$ cat config.mk
export PLATFORM = sky130hd
export DESIGN_NAME = ctl_dbuf_bank
export DESIGN_NICKNAME = d
export VERILOG_FILES = /design/src/rtl/ctl_dbuf_pkg.sv /design/src/rtl/ctl_regs.sv /design/src/rtl/frame_tracker.sv /design/src/rtl/active_bank.sv /design/src/rtl/ctl_dbuf_bank.sv
export SDC_FILE = /design/constraint.sdc
export NUM_CORES = 1
export LEC_CHECK = 0
export BUFFER_PORTS_ARGS = -buffer_cell sky130_fd_sc_hd__buf_2
export CAP_MARGIN = 30
export CORE_UTILIZATION = 40
export CTS_BUF_LIST = sky130_fd_sc_hd__clkbuf_4
export CTS_CLUSTER_DIAMETER = 50
export DETAILED_ROUTE_END_ITERATION = 10
export PLACE_DENSITY = 0.59
export SYNTH_ARGS = -nofsm -noshare
export SYNTH_HDL_FRONTEND = slang
export SYNTH_HIERARCHICAL = 1
export SYNTH_SLANG_ARGS = --single-unit
$ cat constraint.sdc
create_clock -name clk -period 4 [get_ports clk]
set_input_delay 0.2 -clock clk [delete_from_list [all_inputs] [get_ports clk]]
set_output_delay 0.2 -clock clk [all_outputs]
set_load 0.1 [all_outputs]
$ cat src/rtl/ctl_dbuf_pkg.sv
package ctl_dbuf_pkg;
    parameter int NUM_PARAMS = 8;
    parameter int PARAM_W    = 16;
    parameter int ADDR_W     = 5;
    parameter int DATA_W     = 32;
    parameter int TYPE_W     = 4;

    localparam int ADDR_GO     = 0;
    localparam int ADDR_STATUS = 1;
    localparam int ADDR_SHADOW = 2;
    localparam int ADDR_ACTIVE = 16;
    localparam int FLAT_W      = NUM_PARAMS * PARAM_W;

    typedef logic [PARAM_W-1:0]                  param_t;
    typedef logic [NUM_PARAMS-1:0][PARAM_W-1:0]  param_set_t;

    typedef enum logic [1:0] {
        PKT_IDLE  = 2'd0,
        PKT_VIDEO = 2'd1,
        PKT_OTHER = 2'd2
    } pkt_state_e;

    typedef struct packed {
        logic              valid;
        logic              sop;
        logic              eop;
        logic [TYPE_W-1:0] ptype;
    } beat_t;

    typedef struct packed {
        logic              cs;
        logic              rd;
        logic              wr;
        logic [ADDR_W-1:0] addr;
        logic [DATA_W-1:0] wdata;
    } bus_req_t;

    function automatic logic is_video(input logic [TYPE_W-1:0] t);
        return t == '0;
    endfunction

    function automatic logic [ADDR_W-1:0] shadow_addr(input int idx);
        return ADDR_W'(ADDR_SHADOW + idx);
    endfunction

    function automatic logic [ADDR_W-1:0] active_addr(input int idx);
        return ADDR_W'(ADDR_ACTIVE + idx);
    endfunction
endpackage

$ cat src/rtl/ctl_regs.sv
module ctl_regs
    import ctl_dbuf_pkg::*;
(
    input  logic              clk,
    input  logic              rst,
    input  bus_req_t          req,
    input  logic              status,
    input  param_set_t        active,
    output logic              go,
    output param_set_t        shadow,
    output logic [DATA_W-1:0] rdata
);
    logic              wr_en;
    logic              rd_en;
    logic [DATA_W-1:0] rd_mux;
    logic              unused_wdata_hi;

    assign wr_en           = req.cs & req.wr;
    assign rd_en           = req.cs & req.rd;
    assign unused_wdata_hi = ^req.wdata[DATA_W-1:PARAM_W];

    always_comb begin
        rd_mux = '0;
        if (req.addr == ADDR_W'(ADDR_GO))     rd_mux[0] = go;
        if (req.addr == ADDR_W'(ADDR_STATUS)) rd_mux[0] = status;
        for (int i = 0; i < NUM_PARAMS; i++) begin
            if (req.addr == shadow_addr(i)) rd_mux[PARAM_W-1:0] = shadow[i];
            if (req.addr == active_addr(i)) rd_mux[PARAM_W-1:0] = active[i];
        end
    end

    always_ff @(posedge clk) begin
        if (rst) begin
            go     <= 1'b0;
            shadow <= '0;
            rdata  <= '0;
        end else begin
            if (wr_en && req.addr == ADDR_W'(ADDR_GO)) go <= req.wdata[0];
            for (int i = 0; i < NUM_PARAMS; i++) begin
                if (wr_en && req.addr == shadow_addr(i))
                    shadow[i] <= req.wdata[PARAM_W-1:0];
            end
            if (rd_en) rdata <= rd_mux;
        end
    end

    p_rdata_hold_r2: assert property (@(posedge clk) disable iff (rst)
        !(req.cs && req.rd) |=> $stable(rdata))
        else $error("rdata changed without a read");

    p_go_untouched_r9: assert property (@(posedge clk) disable iff (rst)
        !(req.cs && req.wr && req.addr == ADDR_W'(ADDR_GO)) |=> $stable(go))
        else $error("go changed without a write to its address");
endmodule

$ cat src/rtl/frame_tracker.sv
module frame_tracker
    import ctl_dbuf_pkg::*;
(
    input  logic  clk,
    input  logic  rst,
    input  beat_t beat,
    input  logic  dp_ready,
    input  logic  go,
    output logic  st_ready,
    output logic  commit,
    output logic  in_frame
);
    pkt_state_e state_q;
    pkt_state_e state_d;
    logic       video_hdr;
    logic       allow;
    logic       accept;

    assign video_hdr = beat.sop & is_video(beat.ptype);
    assign allow     = ~video_hdr | go;
    assign st_ready  = dp_ready & allow;
    assign accept    = beat.valid & st_ready;
    assign commit    = accept & video_hdr;
    assign in_frame  = (state_q == PKT_VIDEO);

    always_comb begin
        state_d = state_q;
        if (accept) begin
            if (beat.sop) begin
                if (beat.eop)      state_d = PKT_IDLE;
                else if (video_hdr) state_d = PKT_VIDEO;
                else               state_d = PKT_OTHER;
            end else if (beat.eop) begin
                state_d = PKT_IDLE;
            end
        end
    end

    always_ff @(posedge clk) begin
        if (rst) state_q <= PKT_IDLE;
        else     state_q <= state_d;
    end

    p_commit_needs_go_r6: assert property (@(posedge clk) disable iff (rst)
        commit |-> go)
        else $error("commit while go low");

    p_status_rise_r8: assert property (@(posedge clk) disable iff (rst)
        $rose(in_frame) |-> $past(commit))
        else $error("frame began without a commit");

    p_sideband_no_frame_r5: assert property (@(posedge clk) disable iff (rst)
        (accept && beat.sop && !is_video(beat.ptype)) |=> !in_frame)
        else $error("side-band packet set status");

    p_frame_ends_r8: assert property (@(posedge clk) disable iff (rst)
        (accept && beat.eop) |=> !in_frame)
        else $error("status stayed high after last beat");
endmodule

$ cat src/rtl/active_bank.sv
module active_bank
    import ctl_dbuf_pkg::*;
(
    input  logic       clk,
    input  logic       rst,
    input  logic       commit,
    input  param_set_t shadow,
    output param_set_t active
);
    for (genvar g = 0; g < NUM_PARAMS; g++) begin : g_slot
        always_ff @(posedge clk) begin
            if (rst)         active[g] <= '0;
            else if (commit) active[g] <= shadow[g];
        end
    end

    p_load_all_r4: assert property (@(posedge clk) disable iff (rst)
        commit |=> active == $past(shadow))
        else $error("working set not a copy of staging set");

    p_hold_r3: assert property (@(posedge clk) disable iff (rst)
        !commit |=> $stable(active))
        else $error("working set changed without a commit");
endmodule

$ cat src/rtl/ctl_dbuf_bank.sv
module ctl_dbuf_bank
    import ctl_dbuf_pkg::*;
(
    input  logic              clk,
    input  logic              rst,
    input  logic              cs,
    input  logic              rd,
    input  logic              wr,
    input  logic [ADDR_W-1:0] addr,
    input  logic [DATA_W-1:0] wdata,
    output logic [DATA_W-1:0] rdata,
    input  logic              st_valid,
    input  logic              st_sop,
    input  logic              st_eop,
    input  logic [TYPE_W-1:0] st_type,
    output logic              st_ready,
    input  logic              dp_ready,
    output logic              run_en,
    output logic              commit,
    output logic [FLAT_W-1:0] act_params
);
    bus_req_t   req;
    beat_t      beat;
    logic       go;
    logic       in_frame;
    param_set_t shadow;
    param_set_t active;

    assign req  = '{cs: cs, rd: rd, wr: wr, addr: addr, wdata: wdata};
    assign beat = '{valid: st_valid, sop: st_sop, eop: st_eop, ptype: st_type};

    ctl_regs u_regs (
        .clk    (clk),
        .rst    (rst),
        .req    (req),
        .status (in_frame),
        .active (active),
        .go     (go),
        .shadow (shadow),
        .rdata  (rdata)
    );

    frame_tracker u_track (
        .clk      (clk),
        .rst      (rst),
        .beat     (beat),
        .dp_ready (dp_ready),
        .go       (go),
        .st_ready (st_ready),
        .commit   (commit),
        .in_frame (in_frame)
    );

    active_bank u_act (
        .clk    (clk),
        .rst    (rst),
        .commit (commit),
        .shadow (shadow),
        .active (active)
    );

    assign run_en     = in_frame;
    assign act_params = active;

    p_stream_block_r6: assert property (@(posedge clk) disable iff (rst)
        (st_valid && st_sop && st_type == '0 && rdata[0] == 1'b0 && !go) |-> !st_ready)
        else $error("video header passed while go low");
endmodule

# --- After elaboration in Yosys (flattened, before gate mapping) ---
# Index checks and enable logic that the tools add are counted.
totals:
  reg_bits: 275
  inputBits: 50
  output_inout_bits: 163
classes:
  n_eq_ne: 18
  n_mux: 22
  bitwise_logic: 8
  n_reduce_logical: 13
ops:
  columns: ["cell", "count"]
  rows:
  - ["$mux 16", 16]
  - ["$eq 5x5->1 const B", 8]
  - ["$eq 5x3->1 const B", 4]
  - ["$eq 5x2->1 const B", 2]
  - ["$eq 5x4->1 const B", 2]
  - ["$logic_and 1x1->1", 9]
  - ["$mux 2", 4]
  - ["$and 1x1->1", 6]
  - ["$eq 5x1->1 const B", 1]
  - ["$logic_not 5->1", 1]
  - ["$logic_not 4->1", 1]
  - ["$eq 2x1->1 const B", 1]
  - ["$mux 1", 2]
  - ["$reduce_and 2->1", 1]
  - ["$reduce_bool 2->1", 1]
  - ["$not 1->1", 1]
  - ["$or 1x1->1", 1]

# --- Logic depth before layout (Yosys ltp) ---
# Gate-level depths: netlist (run 1).
depth:
  ltp_word: 19
  ltp_mapped: 9
  depth_no_buf: 6

# --- Hierarchy ---
# Netlist (run 1), hierarchy kept.
modules_own_cells:
  columns: ["module", "instances", "cells_per_inst", "area_per_inst_um2", "seq_area_each_um2"]
  rows:
  - ["ctl_regs", 1, 1094, 8140.3, 2902.8]
  - ["active_bank", 1, 412, 4652.0, 2562.5]
  - ["frame_tracker", 1, 19, 140.1, 40.0]

# --- Worst setup path before layout (run 1) ---
# No wires, ideal clock.
synth_timing:
  kind: "in2reg"
  startpoint: "in st_type[3]"
  endpoint: "reg u_act/active[10] (netlist bit)"
  setup_time_ps: 118
  arrival_ps: 2622
  t_required_ps: 3882
  setup_slack_ps: 1260
  cell_stages: 7
  path_buffers: 2
  cell_sequence: "nor2_1 > nand4_1 > nor2_1 > buf_6 > buf_12 > mux2i_1 > nor2_1"
synth_via:
  elab_chain_cells: 7
synth_lines:
  columns: ["item", "line", "source"]
  rows:
  - ["from (decl)", "ctl_dbuf_bank.sv:15", "input logic [TYPE_W-1:0] st_type,"]
  - ["$logic_not 4->1 *", "ctl_dbuf_pkg.sv:39", "return t == '0;"]
  - ["$and 1x1->1 *", "frame_tracker.sv:19", "assign video_hdr = beat.sop & is_video(beat.ptype);"]
  - ["$not 1->1", "frame_tracker.sv:20", "assign allow = ~video_hdr | go;"]
  - ["$or 1x1->1", "frame_tracker.sv:20", null]
  - ["$and 1x1->1", "frame_tracker.sv:21", "assign st_ready = dp_ready & allow;"]
  - ["$and 1x1->1", "frame_tracker.sv:22", "assign accept = beat.valid & st_ready;"]
  - ["$and 1x1->1 *", "frame_tracker.sv:23", "assign commit = accept & video_hdr;"]
  - ["net commit", "ctl_dbuf_bank.sv:19", "output logic commit,"]
  - ["to (signal, indexed assignment)", "active_bank.sv:13", "else if (commit) active[g] <= shadow[g];"]
  - ["to (decl)", "active_bank.sv:8", "output param_set_t active"]
# The timed path passes the listed nets; every way through them passes the cells marked *.
# A chain may end at the register's enable or synchronous reset.

# --- Worst setup path in the final report (run 1) ---
layout_timing:
  startpoint: "reg u_regs.go"
  endpoint: "out commit"
layout_via:
  elab_chain_cells: 4
layout_lines:
  columns: ["item", "line", "source"]
  rows:
  - ["from (decl)", "ctl_regs.sv:9", "output logic go,"]
  - ["from (signal assigned)", "ctl_regs.sv:38", "if (wr_en && req.addr == ADDR_W'(ADDR_GO)) go <= req.wdata[0];"]
  - ["$or 1x1->1", "frame_tracker.sv:20", null]
  - ["$and 1x1->1", "frame_tracker.sv:21", null]
  - ["$and 1x1->1", "frame_tracker.sv:22", null]
  - ["$and 1x1->1", "frame_tracker.sv:23", null]
  - ["to (decl)", "ctl_dbuf_bank.sv:19", null]
# No other way between the ends.

==> results of run 1 <==
-- metrics by stage --
stage / area (µm²) / power (µW) / utilization [%]
after floorplan: 13000 / 3150 / -
after global placement: 13600 / 3260 / 43.0
after detailed placement: 13600 / 3260 / 43.0
after CTS: 14800 / 5800 / 46.7
after global routing: 14800 / 5990 / 46.7
final: 14800 / 5760 / 46.7
-- cell families (layout without fill, tap and decap cells) --
| logic type | Yosys count | after routing | synth area share (%) |
|---|---|---|---|
| buffers and inverters | 160 | 362 | 8.00 |
| DFF | 275 | 275 | 42.6 |
| and+or+nand+nor | 584 | 584 | 20.6 |
| AOI/OAI and AO/OA | 374 | 374 | 18.6 |
| muxes | 131 | 131 | 10.1 |
| other | 1 | 20 | 0.0290 |
-- worst reg2reg max path, cell delays in order (launching register included) --
cell,delay [ns]
sky130_fd_sc_hd__dfxtp_1,0.39
sky130_fd_sc_hd__nand4_1,0.19
sky130_fd_sc_hd__nor2_4,0.63
sky130_fd_sc_hd__buf_12,0.36
sky130_fd_sc_hd__mux2i_1,0.27
sky130_fd_sc_hd__nor2_1,0.06
-- power by group through the flow --
stage	clock network, µW	logic [µW]	registers, µW
2_1_floorplan	0	304	2840
3_3_place_gp	0	444	2820
3_5_place_dp	0	445	2820
4_1_cts	2580	462	2760
5_1_grt	2740	489	2760
6_report	2530	473	2760
-- final cells by class --
type                            instances  area share [%]
Multi-Input combinational cell       1105            43.6
Sequential cell                       275            37.2
Timing Repair Buffer                  228            9.23
Clock buffer                          112            5.68
Tap cell                              402            3.40
Clock inverter                         15           0.642
Inverter                                7           0.177
Antenna cell                            4          0.0676
-- flip-flops by register name, summed over array words and instances (netlist names) --
register,count
u_regs/shadow,128
u_track/state_q,2
u_regs/go,1
u_regs/rdata,16
u_act/active,128
-- layer usage --
layer	track usage [%]	up-vias	part of all wire [%]
met5	0	-	0.017
met4	11.9	2	3.4
met3	8.64	81	12
met2	41.9	720	43
met1	38.5	5855	42
li1	-	5695	-
-- worst min-delay path by stage --
| stage | endpoint | slack, ns |
|---|---|---|
| floorplan | u_track/state_q[1]$_SDFFE_PP0P_ | 0.32 |
| global placement | u_regs/shadow[98]$_SDFFE_PP0P_ | 0.45 |
| detailed placement | u_regs/shadow[47]$_SDFFE_PP0P_ | 0.46 |
| CTS | u_act/active[64]$_SDFFE_PP0P_ | 0.09 |
| global route | u_act/active[7]$_SDFFE_PP0P_ | 0.11 |
| finish | u_act/active[127]$_SDFFE_PP0P_ | 0.12 |
-- timing repair --
item | 4_1_cts | 5_1_grt
hold buffers | 24 | 0
endpoints found under the setup margin | 0 | 0
buffers inserted | 0 | 0
hold endpoints to repair | 131 | 0
-- cell usage in the layout, fill, tap and decap left out, drive strengths merged, types with 9 or more instances in the layout --
master	instances
o2111ai	12
conb	16
clkinv	10
a32o	12
a22oi	36
buf	203
a21oi	173
mux2i	131
nand3	46
nand3b	20
inv	9
o21ai	38
dfxtp	275
nand2	288
a311o	12
dlygate4sd3	24
a211oi	14
a21o	11
o22ai	25
nor2	158
clkbuf	113
nor3	11
==> implementation parameters, run 1 <==
Parameter                              Value

Run status
  Status ... complete, no violations

Clock tree
  Total of cells resized after clock tree synthesis ... 0
  Insertion delay to the later sink of the worst-skew pair ... 0.74 ns
  Clock tree from TritonCTS ... built
  Depth of the CTS H-tree ... 3
  Reg clk slew, reported paths ... 0.07 ns
  CTS Buf Count ... 76
  Clock Path Buffers ... 3
  Library cell used as clock root buffer ... sky130_fd_sc_hd__clkbuf_4
  Clk sinks ... 275

Synthesis
  Most common flop cell mapped by yosys ... sky130_fd_sc_hd__dfxtp_1
  Library cell with the largest summed area after synthesis ... sky130_fd_sc_hd__dfxtp_1
  Yosys synthesis warning count ... 6
  Count leader, synth ... sky130_fd_sc_hd__nand2_1
  Part of the Yosys area used for sequential elements ... 42.6%
  Most area-consuming cells after synthesis ... sky130_fd_sc_hd__dfxtp_1 43%, sky130_fd_sc_hd__mux2i_1 10%, sky130_fd_sc_hd__nand2_1 8.3%, sky130_fd_sc_hd__a21oi_1 6.7%, sky130_fd_sc_hd__nor2_1 4.3%
  Area share of the leading cell type in the synthesized netlist ... 42.6%
  EDFF count, synth ... 0
  Cell area after synthesis ... 12900 µm²
  Fraction of registers with async set or reset after synthesis ... 0%
  Synthesized area per cell ... 8.48 µm²
  Netlist cell types ... 70
  Post-synthesis cell count ... 1525
  Number of flip-flops and latches in the synthesized netlist ... 275
  Most used standard cells in the synthesized netlist ... 285 x sky130_fd_sc_hd__nand2_1, 275 x sky130_fd_sc_hd__dfxtp_1, 173 x sky130_fd_sc_hd__a21oi_1

Critical path
  Worst setup path endpoint ... commit
  Critical setup path kind ... flip-flop to output pin
  Reg-to-reg endpoint ... u_act/active[118]$_SDFFE_PP0P_
  Crit path depth ... 3
  Startpoint kind of the worst setup timing path ... flip-flop
  Endpoint type of the worst setup path ... output pin
  Slowest CP cell ... sky130_fd_sc_hd__nor2_4
  Number of cells traversed by the worst register-to-register path ... 5
  Delay of the slowest cell on the worst path ... 0.63 ns
  Cell family with the largest share of critical-path delay ... simple AND/OR/NAND/NOR gates
  Startpoint of the worst setup timing path ... u_regs/go$_SDFFE_PP0P_
  Combined buffer and inverter count along the critical path ... 1
  Minimum setup slack among reg-to-reg paths ... 1.90 ns
  Cells along the critical path ... nand4_1 -> nor2_4 -> buf_2
  Crit path max fanout ... 14
  Beginning of the worst register-to-register path ... u_regs/go$_SDFFE_PP0P_
  Worst endpoint required time ... 3.80 ns
  Worst endpoint data arrival time ... 2.51 ns

Detailed routing
  Remaining number of nets flagged by the antenna check after routing ... 0
  Count of unresolved DRC violations after routing ... 0
  Wirelength, routed ... 48400 µm
  First DRT Iteration DRCs ... 1426
  Via count ... 12353
  Total iterations of the first detailed-routing run ... 6
  Average vias per placed instance ... 5.75
  Avg WL per Cell ... 22.5 µm

STA
  Ratio of final minimum period to clock period ... 67.6%
  Worst max-slew margin expressed relative to the limit ... 32.7%
  Slew Limit Fails ... 0
  Tightest Pin Transition ... 1.01 ns
  Final total negative setup slack ... 0 ns
  Shortest period the worst path allows ... 2.71 ns
  Hold slack final ... 0.124 ns
  Peak Freq ... 0.370 GHz
  Setup violations, final ... 0
  Crit path setup slack, layout ... 1.29 ns
  Fin Clk Skew ... 0.0689 ns
  Final Hold Violating Endpoints ... 0
  RSZ-0062 raised after global routing ... false

Die
  Initial core utilization ... 40.8%
  Floorplan core area ... 31700 µm²
  Die Area ... 33100 µm²
  Die X-Extent ... 182 µm
  Die Y ... 182 µm
  Number of primary I/O pins ... 213
  Number of cell rows ... 65

Cells and area
  Proportion of layout cells with a drive suffix above 1 ... 20.7%
  Final nets ... 1743
  Multi-input gate area in the final layout ... 6460 µm²
  Filler-free cell count of the finished design ... 2148
  Sequential cell area ... 5510 µm²
  Synthesis-to-layout area growth ... 14.5%
  Fill cell total of the finished layout ... 3214

Placed design
  Placement-stage worst setup slack ... 0.952 ns
  Input/output buffers ... 180
  Cell count after placement ... 1993
  Placer's final routability congestion estimate ... 0.983
  Detailed Place HPWL ... 32800 µm

Power and ir drop
  Switching part of the total ... 27.4%
  P per Cell Area ... 389 nW/µm²
  Combinational Power Share ... 8.2%
  Leakage power ... 0.00533 µW
  Proportion of power drawn by the clock network ... 43.9%
  Internal power summed over all cells ... 4180 µW
  Net Switching ... 1580 µW
  Part of the power in registers ... 47.9%
  Peak supply drop ... 0.000139 V

Global route
  Global-route wire length before repair ... 70700 µm
  Maximum number of pins on one net before global-route repair ... 132
  Total Routing Usage GR ... 28.5%
  Leftover overflow at the end of global routing ... 0
  Via count of the first global-routing pass ... 11334
  Number of antenna violations at the first check in global routing ... 4

Flow run
  Number of max-cap violations ... 0

Min path
  Hold Crit Depth ... 2
  Hold wc startpoint ... rst
  Class of the tightest hold or removal check ... input port to flip-flop
No activity file was read; power rests on OpenSTA's default activity.
==> inputs of run 2 (changes only) <==
clock period = 2.6 ns   (was 4 ns; I/O delays follow)
==> run 2 against run 1 <==
  * Non-clock buffer count rose by 68
  * Core utilization is 2.1 points higher
  * Wire length rose by 2.6%
  * Via count is 2.4% higher
  * First-iteration DRC count fell by 2.8%
  * Final cell count up 3.4%
  * Count of clock-buffer cells in the layout grew 10
  * Hold slack got worse by 0.028 ns
  * Die area is the same
  * Critical path depth rose by 3
  * Register-to-register slack worse by 1.2 ns
  * Critical path type is now input port to flip-flop
  * Highest routed layer is now met4
==> implementation parameters, run 2 (same netlist as run 1, synthesis figures left out) <==
Parameter                              Value

Run status
  Status ... complete, no violations (unchanged)

STA
  RSZ-0062 raised after global routing ... false (unchanged)
  Setup violations, final ... 0 (unchanged)
  Fin Clk Skew ... 0.0410 ns (was 0.0689 ns)
  Hold slack final ... 0.0952 ns (was 0.124 ns)
  Slew Limit Fails ... 0 (unchanged)
  Peak Freq ... 0.439 GHz
  Ratio of final minimum period to clock period ... 87.7%
  Tightest Pin Transition ... 0.785 ns (was 1.01 ns)
  Shortest period the worst path allows ... 2.28 ns
  Final total negative setup slack ... 0 ns (unchanged)
  Final Hold Violating Endpoints ... 0 (unchanged)
  Worst max-slew margin expressed relative to the limit ... 47.5% (was 32.7%)

Min path
  Hold Crit Depth ... 5 (was 2)
  Hold worst-path end ... u_regs/rdata[0]$_SDFFE_PP0P_ (was u_act/active[127]$_SDFFE_PP0P_)
  Hold wc startpoint ... rd (was rst)
  Class of the tightest hold or removal check ... input port to flip-flop (unchanged)

Detailed routing
  Avg WL per Cell ... 22.3 µm (was 22.5 µm)
  Remaining number of nets flagged by the antenna check after routing ... 0 (unchanged)
  Average vias per placed instance ... 5.69 (was 5.75)
  Via count ... 12649 (was 12353)
  First DRT Iteration DRCs ... 1386 (was 1426)
  Count of unresolved DRC violations after routing ... 0 (unchanged)
  Total iterations of the first detailed-routing run ... 5 (was 6)
  Wirelength, routed ... 49600 µm (was 48400 µm)

Clock tree
  Clock Path Buffers ... 3 (unchanged)
  Clk sinks ... 275 (unchanged)
  Clock tree from TritonCTS ... built (unchanged)
  Depth of the CTS H-tree ... 3 (unchanged)
  Count of buffers added by post-CTS timing repair for setup ... 0 (unchanged)
  Library cell used as clock root buffer ... sky130_fd_sc_hd__clkbuf_4 (unchanged)
  Reg clk slew, reported paths ... 0.06 ns (was 0.07 ns)
  Insertion delay to the later sink of the worst-skew pair ... 0.71 ns (was 0.74 ns)
  CTS Buf Count ... 76 (unchanged)

Global route
  Leftover overflow at the end of global routing ... 0 (unchanged)
  Total Routing Usage GR ... 29.6% (was 28.5%)
  Maximum number of pins on one net before global-route repair ... 75 (was 132)
  Number of antenna violations at the first check in global routing ... 1 (was 4)
  Via count of the first global-routing pass ... 11998 (was 11334)
  Global-route wire length before repair ... 74000 µm (was 70700 µm)

Power and ir drop
  Combinational Power Share ... 8.9% (was 8.2%)
  Switching part of the total ... 27.2% (was 27.4%)
  Leakage power ... 0.00573 µW (was 0.00533 µW)
  Part of the power in registers ... 46.4% (was 47.9%)
  Peak supply drop ... 0.000259 V (was 0.000139 V)
  Net Switching ... 2480 µW (was 1580 µW)
  P per Cell Area ... 591 nW/µm² (was 389 nW/µm²)
  Total design power ... 9140 µW (was 5760 µW)
  Internal power summed over all cells ... 6660 µW (was 4180 µW)
  Proportion of power drawn by the clock network ... 44.7% (was 43.9%)

Placed design
  Cell count after placement ... 2057 (was 1993)
  Post-place instance area ... 14200 µm² (was 13600 µm²)
  Detailed Place HPWL ... 34600 µm (was 32800 µm)
  Placer's final routability congestion estimate ... 0.964 (was 0.983)
  Input/output buffers ... 180 (unchanged)

Die
  Initial core utilization ... 40.8% (unchanged)
  Number of primary I/O pins ... 213 (unchanged)
  Number of cell rows ... 65 (unchanged)
  Die Area ... 33100 µm² (unchanged)
  Die X-Extent ... 182 µm (unchanged)
  Die Y ... 182 µm (unchanged)
  Floorplan core area ... 31700 µm² (unchanged)

Critical path
  Critical setup path kind ... input port to flip-flop (was flip-flop to output pin)
  Crit path max fanout ... 74 (was 14)
  Beginning of the worst register-to-register path ... u_regs/go$_SDFFE_PP0P_ (unchanged)
  Endpoint type of the worst setup path ... flip-flop (was output pin)
  Worst endpoint data arrival time ... 2.93 ns (was 2.51 ns)
  Startpoint kind of the worst setup timing path ... input port (was flip-flop)
  Minimum setup slack among reg-to-reg paths ... 0.68 ns (was 1.90 ns)
  Reg-to-reg endpoint ... u_track/state_q[0]$_SDFFE_PP0P_ (was u_act/active[118]$_SDFFE_PP0P_)
  Number of cells traversed by the worst register-to-register path ... 4 (was 5)
  Worst endpoint required time ... 3.26 ns (was 3.80 ns)

Cells and area
  Filler-free cell count of the finished design ... 2222 (was 2148)
  Proportion of layout cells with a drive suffix above 1 ... 23.9% (was 20.7%)
  Most used cells in the layout excluding fill and tap cells ... 285 x sky130_fd_sc_hd__nand2_1, 275 x sky130_fd_sc_hd__dfxtp_1, 179 x sky130_fd_sc_hd__buf_2, 173 x sky130_fd_sc_hd__a21oi_1, 148 x sky130_fd_sc_hd__nor2_1 (unchanged)
  Design area ... 15500 µm² (was 14800 µm²)
  Synthesis-to-layout area growth ... 19.6% (was 14.5%)
  Regs by FF count ... u_act/active: 128 flops, u_regs/shadow: 128 flops, u_regs/rdata: 16 flops (unchanged)
  Leading cell type in the layout, fill and taps excluded ... sky130_fd_sc_hd__nand2_1 (unchanged)
  Final nets ... 1811 (was 1743)

Flow run
  Number of max-cap violations ... 0 (unchanged)
[run 2: area by class of cell]
class	instances	area [µm²]
inverter	7	26.3
clock buffer	122	916
sequential	275	5510
multi-input combinational	1105	6460
fill	3140	16300
tap	402	503
timing repair buffer	296	1960
antenna	1	2.50
clock inverter	14	90.1
[run 2: worst max-delay path by stage]
stage                                    startpoint                               to  slack, ns  cells after the start
finish                                          rst  u_track/state_q[1]$_SDFFE_PP0P_       0.32                      6
global route                                    rst  u_track/state_q[1]$_SDFFE_PP0P_       0.32                      6
global placement                            addr[2]     u_regs/rdata[5]$_SDFFE_PP0P_       0.38                      8
floorplan           u_track/state_q[0]$_SDFFE_PP0P_     u_regs/rdata[0]$_SDFFE_PP0P_       0.23                      6
CTS                                             rst  u_track/state_q[1]$_SDFFE_PP0P_       0.41                      6
detailed placement                          addr[2]     u_regs/rdata[5]$_SDFFE_PP0P_       0.34                      8
[run 2: through the flow]
stage | setup slack [ns] | util, %
2_1_floorplan | 0.233 | -
3_3_place_gp | 0.378 | 44.7
3_5_place_dp | 0.343 | 44.7
4_1_cts | 0.415 | 48.7
5_1_grt | 0.322 | 48.7
6_report | 0.321 | 48.7
[run 2: power by group through the flow]
| stage | Combinational, µW | Clock, µW | Sequential [µW] |
|---|---|---|---|
| 2_1_floorplan | 468 | 0 | 4380 |
| 3_3_place_gp | 758 | 0 | 4330 |
| 3_5_place_dp | 762 | 0 | 4340 |
| 4_1_cts | 793 | 4190 | 4240 |
| 5_1_grt | 841 | 4440 | 4240 |
| 6_report | 809 | 4090 | 4240 |
[run 2: critical path, cell delays in order]
cell and delay (ns):
sky130_fd_sc_hd__dlygate4sd3_1 0.54, sky130_fd_sc_hd__clkbuf_8 0.31, sky130_fd_sc_hd__or4b_4 0.59, sky130_fd_sc_hd__dlygate4sd3_1 0.60, sky130_fd_sc_hd__o32ai_1 0.14, sky130_fd_sc_hd__dlygate4sd3_1 0.58
[run 2: timing repair]
action,4_1_cts,5_1_grt
endpoints found under the hold margin,157,0
resized for setup,0,0
hold buffers,28,0
[run 2: metal layers]
layer | vias up | wire length, µm | GRT usage (%)
met5 | - | 0 | 0
met4 | 0 | 1000 | 8.61
met3 | 73 | 5020 | 6.42
met2 | 690 | 22100 | 45.4
met1 | 6055 | 21500 | 41.4
li1 | 5831 | - | -
